### config.mk
export PLATFORM = sky130hd
export DESIGN_NAME = shperm_unit
export DESIGN_NICKNAME = d
export VERILOG_FILES = /design/src/rtl/shperm_pkg.sv /design/src/rtl/shperm_shifter.sv /design/src/rtl/shperm_shuffle.sv /design/src/rtl/shperm_degree.sv /design/src/rtl/shperm_unit.sv
export SDC_FILE = /design/constraint.sdc
export NUM_CORES = 1
export LEC_CHECK = 0
export BUFFER_PORTS_ARGS = -buffer_cell sky130_fd_sc_hd__buf_2
export CAP_MARGIN = 30
export CORE_MARGIN = 8
export CORE_UTILIZATION = 45
export DETAILED_ROUTE_END_ITERATION = 6
export SYNTH_ARGS = -nofsm -noshare
export SYNTH_HDL_FRONTEND = slang
export SYNTH_HIERARCHICAL = 1
export SYNTH_SLANG_ARGS = --single-unit
### constraint.sdc
create_clock -name clk -period 1.4 [get_ports clk]
set_clock_uncertainty 0.1 [all_clocks]
set_input_delay 0.28 -clock clk [delete_from_list [all_inputs] [get_ports clk]]
set_output_delay 0.28 -clock clk [all_outputs]
set_load 0.01 [all_outputs]
### src/rtl/shperm_pkg.sv
package shperm_pkg;

  localparam int OPC_W = 4;

  typedef enum logic [OPC_W-1:0] {
    OP_SLL   = 4'd0,
    OP_SLLI  = 4'd1,
    OP_SRL   = 4'd2,
    OP_SRLI  = 4'd3,
    OP_SRA   = 4'd4,
    OP_SRAI  = 4'd5,
    OP_ROT32 = 4'd6,
    OP_FUNNEL= 4'd7,
    OP_MIXLO = 4'd8,
    OP_MIXHI = 4'd9,
    OP_DEGREE= 4'd10
  } shperm_op_e;

  // True when the shift amount comes from the second register operand.
  function automatic logic amt_from_reg(input logic [OPC_W-1:0] opc);
    return (opc == OP_SLL) || (opc == OP_SRL) || (opc == OP_SRA);
  endfunction

endpackage

### src/rtl/shperm_shifter.sv
module shperm_shifter #(
  parameter int WIDTH = 32,
  localparam int SHW = $clog2(WIDTH)
) (
  input  logic [WIDTH-1:0] a,
  input  logic [WIDTH-1:0] b,
  input  logic [SHW-1:0]   reg_amt,
  input  logic [SHW-1:0]   imm,
  input  logic             use_reg,
  output logic [WIDTH-1:0] sll_res,
  output logic [WIDTH-1:0] srl_res,
  output logic [WIDTH-1:0] sra_res,
  output logic [WIDTH-1:0] rot_res,
  output logic [WIDTH-1:0] fun_res
);

  // Rotate the low 32 bits left. The doubled copy avoids a second shifter.
  function automatic logic [31:0] rotl32(input logic [31:0] x, input logic [4:0] s);
    logic [63:0] dbl;
    dbl = {x, x} << s;
    return dbl[63:32];
  endfunction

  // Right shift of the concatenated pair, keeping the low word.
  function automatic logic [WIDTH-1:0] pair_shr(input logic [WIDTH-1:0] hi,
                                                 input logic [WIDTH-1:0] lo,
                                                 input logic [SHW-1:0] s);
    logic [2*WIDTH-1:0] cat;
    cat = {hi, lo} >> s;
    return cat[WIDTH-1:0];
  endfunction

  logic [SHW-1:0] amt;
  assign amt = use_reg ? reg_amt : imm;

  assign sll_res = a << amt;
  assign srl_res = a >> amt;
  assign sra_res = WIDTH'($signed(a) >>> amt);
  assign fun_res = pair_shr(a, b, imm);

  generate
    if (WIDTH > 32) begin : g_wide_rot
      assign rot_res = {{(WIDTH-32){1'b0}}, rotl32(a[31:0], imm[4:0])};
    end else begin : g_narrow_rot
      assign rot_res = rotl32(a[31:0], imm[4:0]);
    end
  endgenerate

endmodule

### src/rtl/shperm_shuffle.sv
module shperm_shuffle #(
  parameter int WIDTH = 32,
  localparam int HALF = WIDTH / 2
) (
  input  logic [WIDTH-1:0] a,
  input  logic [WIDTH-1:0] b,
  output logic [WIDTH-1:0] lo_res,
  output logic [WIDTH-1:0] hi_res
);

  generate
    for (genvar i = 0; i < HALF; i++) begin : g_pair
      assign lo_res[2*i]   = b[i];
      assign lo_res[2*i+1] = a[i];
      assign hi_res[2*i]   = b[HALF+i];
      assign hi_res[2*i+1] = a[HALF+i];
    end
  endgenerate

endmodule

### src/rtl/shperm_degree.sv
module shperm_degree #(
  parameter int WIDTH = 32,
  localparam int CW = $clog2(WIDTH) + 1
) (
  input  logic [WIDTH-1:0] a,
  output logic [CW-1:0]    cnt
);

  // Position of the top set bit plus one; zero for an all-zero word.
  function automatic logic [CW-1:0] top_plus_one(input logic [WIDTH-1:0] x);
    logic [CW-1:0] r;
    r = '0;
    for (int i = 0; i < WIDTH; i++) begin
      if (x[i]) r = CW'(i + 1);
    end
    return r;
  endfunction

  assign cnt = top_plus_one(a);

endmodule

### src/rtl/shperm_unit.sv
module shperm_unit
  import shperm_pkg::*;
#(
  parameter int WIDTH   = 32,
  parameter bit OUT_REG = 1'b1,
  localparam int SHW = $clog2(WIDTH),
  localparam int CW  = SHW + 1
) (
  input  logic             clk,
  input  logic             rst_n,
  input  logic [3:0]       opcode,
  input  logic [WIDTH-1:0] src_a,
  input  logic [WIDTH-1:0] src_b,
  input  logic [SHW-1:0]   imm,
  output logic [WIDTH-1:0] result
);

  function automatic logic [WIDTH-1:0] odd_mask();
    logic [WIDTH-1:0] m;
    m = '0;
    for (int i = 1; i < WIDTH; i += 2) m[i] = 1'b1;
    return m;
  endfunction

  localparam logic [WIDTH-1:0] ODD_BITS = odd_mask();

  logic [WIDTH-1:0] sll_w, srl_w, sra_w, rot_w, fun_w, mixlo_w, mixhi_w;
  logic [CW-1:0]    deg_w;
  logic [WIDTH-1:0] result_d;
  shperm_op_e       op_e;

  assign op_e = shperm_op_e'(opcode);

  shperm_shifter #(.WIDTH(WIDTH)) u_shift (
    .a(src_a), .b(src_b), .reg_amt(src_b[SHW-1:0]), .imm(imm),
    .use_reg(amt_from_reg(opcode)),
    .sll_res(sll_w), .srl_res(srl_w), .sra_res(sra_w),
    .rot_res(rot_w), .fun_res(fun_w)
  );

  shperm_shuffle #(.WIDTH(WIDTH)) u_mix (
    .a(src_a), .b(src_b), .lo_res(mixlo_w), .hi_res(mixhi_w)
  );

  shperm_degree #(.WIDTH(WIDTH)) u_deg (
    .a(src_a), .cnt(deg_w)
  );

  always_comb begin
    unique case (op_e)
      OP_SLL, OP_SLLI:  result_d = sll_w;
      OP_SRL, OP_SRLI:  result_d = srl_w;
      OP_SRA, OP_SRAI:  result_d = sra_w;
      OP_ROT32:         result_d = rot_w;
      OP_FUNNEL:        result_d = fun_w;
      OP_MIXLO:         result_d = mixlo_w;
      OP_MIXHI:         result_d = mixhi_w;
      OP_DEGREE:        result_d = {{(WIDTH-CW){1'b0}}, deg_w};
      default:          result_d = '0;
    endcase
  end

  generate
    if (OUT_REG) begin : g_reg
      logic [WIDTH-1:0] result_q;
      always_ff @(posedge clk or negedge rst_n) begin
        if (!rst_n) result_q <= '0;
        else        result_q <= result_d;
      end
      assign result = result_q;

      // The registered output carries the previous cycle's combinational value.
      assert_one_cycle_R2: assert property (@(posedge clk) disable iff (!rst_n)
        rst_n |=> result_q == $past(result_d));
    end else begin : g_comb
      assign result = result_d;
    end
  endgenerate

  // Degree count: zero only for an all-zero source.
  assert_degree_zero_R10: assert property (@(posedge clk) disable iff (!rst_n)
    (deg_w == '0) |-> (src_a == '0));

  // Degree count: the indicated bit is set and nothing above it is.
  assert_degree_top_R10: assert property (@(posedge clk) disable iff (!rst_n)
    (deg_w != '0) |-> ((src_a >> (deg_w - CW'(1))) == WIDTH'(1)));

  // Interleaving with a zero first source leaves every odd bit clear.
  assert_mix_even_R8: assert property (@(posedge clk) disable iff (!rst_n)
    (src_a == '0) |-> ((mixlo_w & ODD_BITS) == '0));

  // A rotate keeps the population of the low 32 bits.
  assert_rot_pop_R6: assert property (@(posedge clk) disable iff (!rst_n)
    $countones(rot_w) == $countones(src_a[31:0]));

  // A negative operand stays negative under the sign-filling shift.
  assert_sign_fill_R5: assert property (@(posedge clk) disable iff (!rst_n)
    src_a[WIDTH-1] |-> sra_w[WIDTH-1]);

endmodule

### Word-level counts from Yosys, hierarchy flattened

Index checks and enable logic that the tools add are counted.
W data, S select, Z words.

| storage, ports and cells | value |
|---|---|
| register bits after elaboration | 32 |
| bits of input ports | 75 |
| word-level logic and storage cells | 56 |
| output and inout bits | 32 |

| operators by class | value |
|---|---|
| eq/ne operators | 10 |
| muxes and demuxes | 34 |
| reductions and logical operators | 6 |
| shift operators | 5 |

Operator list:

| cell | number |
|---|---|
| $pmux W32 S8 | 1 |
| $mux W5 | 17 |
| $shl A64 B5 Y64 | 1 |
| $shr A64 B5 Y32 | 1 |
| $mux W4 | 8 |
| $shl A32 B5 Y32 | 1 |
| $shr A32 B5 Y32 | 1 |
| $sshr A32 B5 Y32 | 1 |
| $eq A4 B3 Y1 const B | 4 |
| $eq A4 B4 Y1 const B | 3 |
| $mux W3 | 4 |
| $eq A4 B2 Y1 const B | 2 |
| $mux W6 | 1 |
| $reduce_or A2 Y1 | 3 |
| $eq A4 B1 Y1 const B | 1 |
| $logic_not A4 Y1 | 1 |
| $mux W2 | 2 |
| $logic_or A1 B1 Y1 | 2 |
| $mux W1 | 1 |

### Depth between registers and ports, before layout

Gate-level depths: netlist (run 1).

| logic depth | value |
|---|---|
| depth in word-level cells | 33 |
| depth in mapped cells | 16 |
| gate-level depth less buffers | 10 |

### Cells and area by module

Netlist (run 1), hierarchy kept.

By module, submodules not included:

| module | times used | sequential area each (um2) | cells each | area an instance (um2) |
|---|---|---|---|---|
| shperm_shifter | 1 | 0.0 | 1,174 | 8,708.4 |
| shperm_unit | 1 | 800.8 | 287 | 2,829.0 |
| shperm_shuffle | 1 | 0.0 | 64 | 480.5 |
| shperm_degree | 1 | 0.0 | 61 | 334.1 |

### Worst setup path before layout (run 1)

OpenSTA, ideal clock, no wires.

| timing path | value |
|---|---|
| kind | input to register |
| start | in opcode[3] |
| end | reg g_reg.result_q[3], in the netlist result[3] |
| path buffers | 4 |
| cell stages on the path | 14 |
| arrival time | 3,622 ps |
| data required time | 1,174 ps |
| setup time | 126 ps |
| setup slack | -2,448 ps |
| cells stage by stage | buf_4 -> buf_4 -> clkbuf_1 -> a211oi_1 -> mux2i_4 -> buf_6 -> mux2_2 -> a21oi_1 -> a2bb2oi_1 -> o22ai_1 -> or2_1 -> mux2i_1 -> a21oi_1 -> a221o_1 |

| between the ends | value |
|---|---|
| cells in the longest elaborated chain, start to end | 6 |
| elaborated cells on any way between the ends | 21 |
| those cells by class | 10 x eq/ne; 3 x shift; 2 x mux; 6 x reduce/logical |

Ends and longest elaborated chain:

| item | line | text |
|---|---|---|
| start: declaration | shperm_unit.sv:11 | `input logic [3:0] opcode,` |
| $eq A4 B2 Y1 or $logic_not A4 Y1 (tied branches) | shperm_pkg.sv:21 | `return (opc == OP_SLL) \|\| (opc == OP_SRL) \|\| (opc == OP_SRA);` |
| $logic_or A1 B1 Y1 | shperm_pkg.sv:21 |  |
| $logic_or A1 B1 Y1 * | shperm_pkg.sv:21 |  |
| $mux W5 * | shperm_shifter.sv:34 | `assign amt = use_reg ? reg_amt : imm;` |
| $shr A32 B5 Y32 * | shperm_shifter.sv:37 | `assign srl_res = a >> amt;` |
| via srl_w[3] | shperm_unit.sv:27 | `logic [WIDTH-1:0] sll_w, srl_w, sra_w, rot_w, fun_w, mixlo_w, mixhi_w;` |
| $pmux W32 S8 * | shperm_unit.sv:50 | `unique case (op_e)` |
| via result_d[3] | shperm_unit.sv:29 | `logic [WIDTH-1:0] result_d;` |
| end signal: assignment | shperm_unit.sv:68 | `else result_q <= result_d;` |
| end: declaration | shperm_unit.sv:65 | `logic [WIDTH-1:0] result_q;` |

The timed path passes the listed nets; every way through them passes the cells marked *.

### Final worst setup path (run 1)

| timing path | value |
|---|---|
| start | in opcode[2] |
| end | reg g_reg.result_q[20], in the netlist result[20] |

| between the ends | value |
|---|---|
| cells in the longest elaborated chain, start to end | 6 |
| elaborated cells on any way between the ends | 21 |
| those cells by class | 10 x eq/ne; 3 x shift; 2 x mux; 6 x reduce/logical |

Ends and longest elaborated chain:

| item | line | text |
|---|---|---|
| $eq A4 B2 Y1 or $logic_not A4 Y1 (tied branches) | shperm_pkg.sv:21 |  |
| $logic_or A1 B1 Y1 | shperm_pkg.sv:21 |  |
| $logic_or A1 B1 Y1 * | shperm_pkg.sv:21 |  |
| $mux W5 * | shperm_shifter.sv:34 |  |
| $shl A32 B5 Y32 * | shperm_shifter.sv:36 | `assign sll_res = a << amt;` |
| via sll_w[20] | shperm_unit.sv:27 |  |
| $pmux W32 S8 * | shperm_unit.sv:50 |  |
| via result_d[20] | shperm_unit.sv:29 |  |

Marks and branches as above.

==> results of run 1 <==
==> tightest hold or removal path: cells and delay by family <==
kind                   cells  cell delay, ns
AOI/OAI and AO/OA          1            0.09
buffers and inverters      2            0.22
and+or+nand+nor            1            0.04
==> metal layers <==
metal	part of all wire [%]	routed length (um)	vias to the layer above	GRT usage (%)
li1	-	-	6773	-
met4	6.3	4420	2	20.5
met3	15	10300	284	12.4
met1	39	27500	7658	54.7
met2	40	27800	1431	55.9
met5	0.016	11	-	0
==> area by class of cell <==
class,instances,share of cell area [%]
clock inverter,3,0.233
tap,341,2.34
timing repair buffer,658,29.0
clock buffer,5,0.686
sequential,32,4.39
multi-input combinational,1288,62.9
inverter,22,0.453
==> cell usage after synthesis (4+ instances only) <==
library cell,instances
nor2_1,204
a211oi_1,18
a222oi_1,5
nand3b_1,7
a211o_1,4
and2_1,9
mux2i_1,238
buf_4,83
o221ai_1,27
o31ai_1,7
a21oi_1,105
o21bai_1,4
nand3_1,23
a32oi_1,22
o21ai_0,48
mux4_2,85
or3b_2,5
a21o_1,18
nand2_1,190
a221oi_1,7
and3_1,6
o22a_1,4
a22oi_1,55
mux4_1,5
o211ai_1,16
nand2b_1,4
a31oi_1,11
dfrtp_1,32
nand4_1,4
mux2_2,45
a21boi_0,8
a2bb2oi_1,10
o22ai_1,13
clkbuf_1,94
buf_2,41
o2111ai_1,5
inv_1,19
buf_1,15
buf_6,11
o221a_2,5
nor3_1,6
nor2b_1,8
==> kinds of logic after synthesis <==
group	synth area share, %
compound gates	23.4
simple gates	17.6
mux	40.9
buf+inv	11.7
flops	6.48
==> power by group <==
group	total (mW)	switching [mW]	leakage, nW	internal (mW)
Sequential	1.09	0.0452	0.414	1.04
Combinational	9.33	5.07	7.60	4.26
Clock	1.27	0.430	0.0798	0.836
Total	11.7	5.55	8.10	6.14
==> stage by stage <==
step | util [%] | hold slack [ns]
4_1_cts | 65.6 | 0.290
5_1_grt | 67.7 | 0.310
3_3_place_gp | 59.5 | 0.150
2_1_floorplan | - | -0.116
6_report | 67.7 | 0.298
3_5_place_dp | 59.5 | 0.153
==> what timing repair did <==
item                                    4_1_cts  5_1_grt
hold buffers                                  1        0
endpoints found under the setup margin       32       32
resized for setup                           191      116
setup buffers                                50       19
pin swaps                                    49       66
endpoints found under the hold margin        32        0
cloned                                        6        0
==> worst paths after layout <==
path	startpoint	to	slack, ns	cells after the start
worst max-delay path	opcode[2]	result[20]$_DFF_PN0_	-1.81	17
worst min-delay path	src_b[8]	result[16]$_DFF_PN0_	0.30	4
max in group asynchronous	rst_n	result[17]$_DFF_PN0_	0.62	3
min in group asynchronous	rst_n	result[22]$_DFF_PN0_	0.40	3
==> results.md, run 1 <==
- Avg WL per Cell: 29.8 um
- Slew HR: 31.2%
- Total GRT Usage: between 40 and 50%
- CTS HTree Levels: 2
- Io pins: roughly 110
- DP Cell Count: about 2300
- Worst path cell trace: buf_8, a211oi_4, buf_6, buf_4, buf_4, mux2_4, buf_6, buf_4, mux2i_4, buf_4, buf_6, a21oi_4, a32oi_1, o221ai_1, buf_4, a32oi_4, o221ai_2
- Slew Viols, Final: 0
- CTS Buffer Depth: 2
- Fmax: between 300 and 400 MHz
- Top FF cell, synth: dfrtp_1
- Type of the worst setup path: in -> reg
- Post-synth ARST share: 100%
- DR vias: between 15000 and 20000
- Final Instance Area: about 18000 um^2
- Setup-failing EPs final: 32
- Area Overhead vs Synth: 47.6%
- Core Footprint: approximately 27000 um^2
- Multi-input gate area: around 11000 um^2
- Routed WL: 70000 um
- CTS buffer count: 5
- Fillcell total: approximately 2300
- Period Utilization, post-route: 230%
- DRC Markers: 0
- Synth top area share: between 15 and 20%
- Die X: between 150 and 200 um
- Max Fanout on Critical Path: 7
- Unrepaired setup endpoints after global routing: true
- Synthesized instance count: ~1600
- Number of flip-flops in the largest register: 32
- Clock slew at reported path FFs: about 0.050 ns
- RD Place Congestion: ~1.1
- DRT Pass-1 Iters: 6
- Vias per cell: slightly below 7
- Most common cell after layout, fill and taps aside: buf_4
- Vias in the first global route: between 15000 and 20000
- Initial drt markers: 2444
- Failing checks: negative setup slack
- CP max stage delay: around 0.38 ns
- Warnings from Yosys: 6
- Final min period: about 3.2 ns
- Status: finished with violations
- CTS sink count: 32
- Cell area after synthesis: 12400 um^2
- Setup WS post-layout: -1.81 ns
- DP Area: ~16000 um^2
- Antenna violations before repair: 3
- Rows: 60
- Worst slew pin tran: a little over 1 ns
- Post-DP HPWL: around 54000 um
- Synth cell types: 82
- Grt ovf: 0
- Leak: roughly 8.1 nW
- Total of max-cap violations: 0
- Top cell by count, worst path: buf_4
- Starting density of the core: 45.8%
- Slowest CP cell: mux2_4
- Syn_area_per_cell: between 7 and 8 um^2
- Family with the most delay on the worst path: buffers and inverters
- Die height: between 150 and 200 um
- Startpoint Class: input pin
- Sequential cell area: 801 um^2
- CP endpoint kind: flop
- Register area share after synthesis: around 6.5%
- Final ANT Viol Nets: 0
- Min-delay worst type: in -> reg
- Buffers on Ports: around 110
- Setup TNS Final: -55.80 ns
- Most frequent cells in the layout: buf_4, nor2_1, mux2i_1
- Ratio of total power to cell area: between 600 and 700 nW/um^2
- Place WS: -2.27 ns
- Top cells by area, synth: mux2i_1, mux4_2, dfrtp_1, nor2_1, nand2_1
- Layout cells sized above 1: slightly above 50%
- Final Instance Count excl. Fillers: roughly 2300
- CTS tree: built
- Cell taking the most area after synthesis: mux2i_1
- Hold Vio Cnt, Final: 0
- Yosys reg bits: 32
- CP bufs+invs: 9
- First-pass GRT wire length: 101000 um
- Final Power: 11.7 mW
- Diodes inserted: 0
- Clk root buf: clkbuf_16
- Worst path arrival time: ~3.2 ns
- Mapped Nets: around 1700
- Full die area: 33000 um^2
- Largest net degree at the start of global routing: 67
- Fin nets: around 2100
- Post-synth EDFFs: 0
- VDD IR-drop max: 0.579 mV
- CP required: 1.42 ns
(Power assumes the default switching activity.)
==> inputs of run 2 (changes only) <==
- REMOVE_ABC_BUFFERS: unset -> 1
==> run 2 against run 1 <==
The flow finishes with violations (design-rule violations, negative setup slack); clock power down 13%; first-iteration DRC count up 8.3%; sequential share of layout area up 0.11 points; combinational power down 3.5%; non-clock buffer count down 20; critical path depth down 2; setup slack better by 0.092 ns; via count down 1.8%; utilization down 1.6 points; cell area down 2.4%; critical endpoint is now result[5]$_DFF_PN0_.
==> results.md, run 2 (synthesized netlist as in run 1, its figures left out) <==
- Max Fanout on Critical Path: 7
- Starting density of the core: ~46%
- Io pins: 107
- Hold WS: 0.288 ns
- Failing checks: design-rule violations, negative setup slack
- Power share of the clock group: about a tenth
- Vias per cell: 6.80
- Antenna violations before repair: 1
- Final Power: around 11 mW
- CP endpoint kind: flop
- Largest net degree at the start of global routing: 67
- Die X: 182 um
- Routed WL: 69200 um
- DP Area: about 16000 um^2
- Most frequent cells in the layout: buf_4, mux2i_1, nor2_1
- Period Utilization, post-route: 223%
- Fmax: 320 MHz
- Number of flip-flops in the largest register: 32
- RD Place Congestion: about 1.1
- Min-delay worst type: in -> reg
- Hold Vio Cnt, Final: 0
- First-pass GRT wire length: 99500 um
- Fin nets: roughly 2100
- Total of max-cap violations: 0
- Type of the worst setup path: in -> reg
- Fin util: roughly 66%
- Slew HR: 41.5%
- DR vias: 15854
- Die height: 182 um
- Startpoint Class: input pin
- Clock slew at reported path FFs: around 0.060 ns
- Most common cell after layout, fill and taps aside: buf_4
- Switch share: a little under half
- Area Overhead vs Synth: 44.1%
- CTS buffer count: 5
- Ratio of total power to cell area: between 600 and 700 nW/um^2
- CP required: approximately 1.4 ns
- P_int: ~5.8 mW
- VDD IR-drop max: around 0.45 mV
- CP startpoint: opcode[2]
- CTS HTree Levels: 2
- Register share of total power: about a tenth
- Setup WS post-layout: -1.72 ns
- Worst slew pin tran: between 0.8 and 0.9 ns
- Layout cells sized above 1: 48.3%
- Unrepaired setup endpoints after global routing: true
- Place WS: -2.25 ns
- Worst path arrival time: roughly 3.2 ns
- Leak: ~8 nW
- Vias in the first global route: about 15000
- Full die area: about 33000 um^2
- Cells on Worst Hold Path: 4
- Grt ovf: 0
- Setup-failing EPs final: 32
- Sw power: around 5.4 mW
- DRT Pass-1 Iters: 7
- CP Capture Point: result[5]$_DFF_PN0_
- Final ANT Viol Nets: 0
- Final min period: between 3 and 4 ns
- Slew Viols, Final: 0
- CTS Buffer Depth: 2
- DRC Markers: 2
- CTS sink count: 32
- Status: finished with violations
- Final Instance Area: about 18000 um^2
- Core Footprint: 27000 um^2
- Post-DP HPWL: around 53000 um
- Worst Hold Launch: src_b[6]
- Combinational power share: 80.4%
- Initial drt markers: 2648
- Rows: 60
- Total GRT Usage: 39.7%
- Buffers on Ports: approximately 110
- Avg WL per Cell: 29.7 um
- CTS tree: built
- Clk root buf: clkbuf_16
[run 2: how the worst min path moves through the flow]
| stage | end | slack [ns] |
|---|---|---|
| 2_1_floorplan | result[0]$_DFF_PN0_ | -0.12 |
| 3_3_place_gp | result[17]$_DFF_PN0_ | 0.09 |
| 3_5_place_dp | result[17]$_DFF_PN0_ | 0.1 |
| 4_1_cts | result[12]$_DFF_PN0_ | 0.28 |
| 5_1_grt | result[16]$_DFF_PN0_ | 0.29 |
| 6_report | result[12]$_DFF_PN0_ | 0.29 |
[run 2: cell type report]
type / count / area [um^2]
Antenna cell: 2 / 5.00
Clock buffer: 5 / 125
Clock inverter: 3 / 18.8
Fill cell: 2312 / 9150
Inverter: 22 / 82.6
Multi-Input combinational cell: 1288 / 11100
Sequential cell: 32 / 801
Tap cell: 341 / 427
Timing Repair Buffer: 638 / 5250
[run 2: routing by layer]
layer  GRT usage [%]  vias to the layer above  wire, um
met5               0                        -         0
met3            9.48                      239      9410
met4            22.2                        0      4540
li1                -                     6742         -
met2            56.3                     1323     27800
met1            54.5                     7550     27400
[run 2: timing repair]
action                                  in CTS  in global routing
hold buffers                                 1                  0
setup buffers                               32                 14
endpoints found under the hold margin       11                  0
endpoints found under the setup margin      32                 32
pin swaps                                   50                 45
gates resized for setup                    156                101
cloned                                       1                  2
[run 2: metrics by stage]
step,std cells,setup TNS [ns]
2_1_floorplan,1342,-128.35
3_3_place_gp,2274,-65.78
3_5_place_dp,2274,-65.82
4_1_cts,2313,-48.38
5_1_grt,2329,-52.95
6_report,2331,-51.68
[run 2: power by group through the flow]
stage                     logic [mW]  registers, mW  clock network, mW
after floorplan                 3.39           1.16                  0
after global placement          7.60           1.10                  0
after detailed placement        7.62           1.10                  0
after CTS                       8.22           1.08               1.11
after global routing            9.30           1.09               1.16
final                           9.00           1.08               1.10
[run 2: critical path, cell delays in order]
cell      delay, ns
buf_8          0.10
a211oi_4       0.28
buf_6          0.18
mux2i_4        0.37
buf_12         0.19
buf_12         0.12
buf_4          0.11
mux2i_1        0.19
buf_4          0.16
mux2i_1        0.07
a32oi_1        0.30
o211ai_1       0.25
a21o_1         0.22
a211oi_1       0.23
o31ai_1        0.11
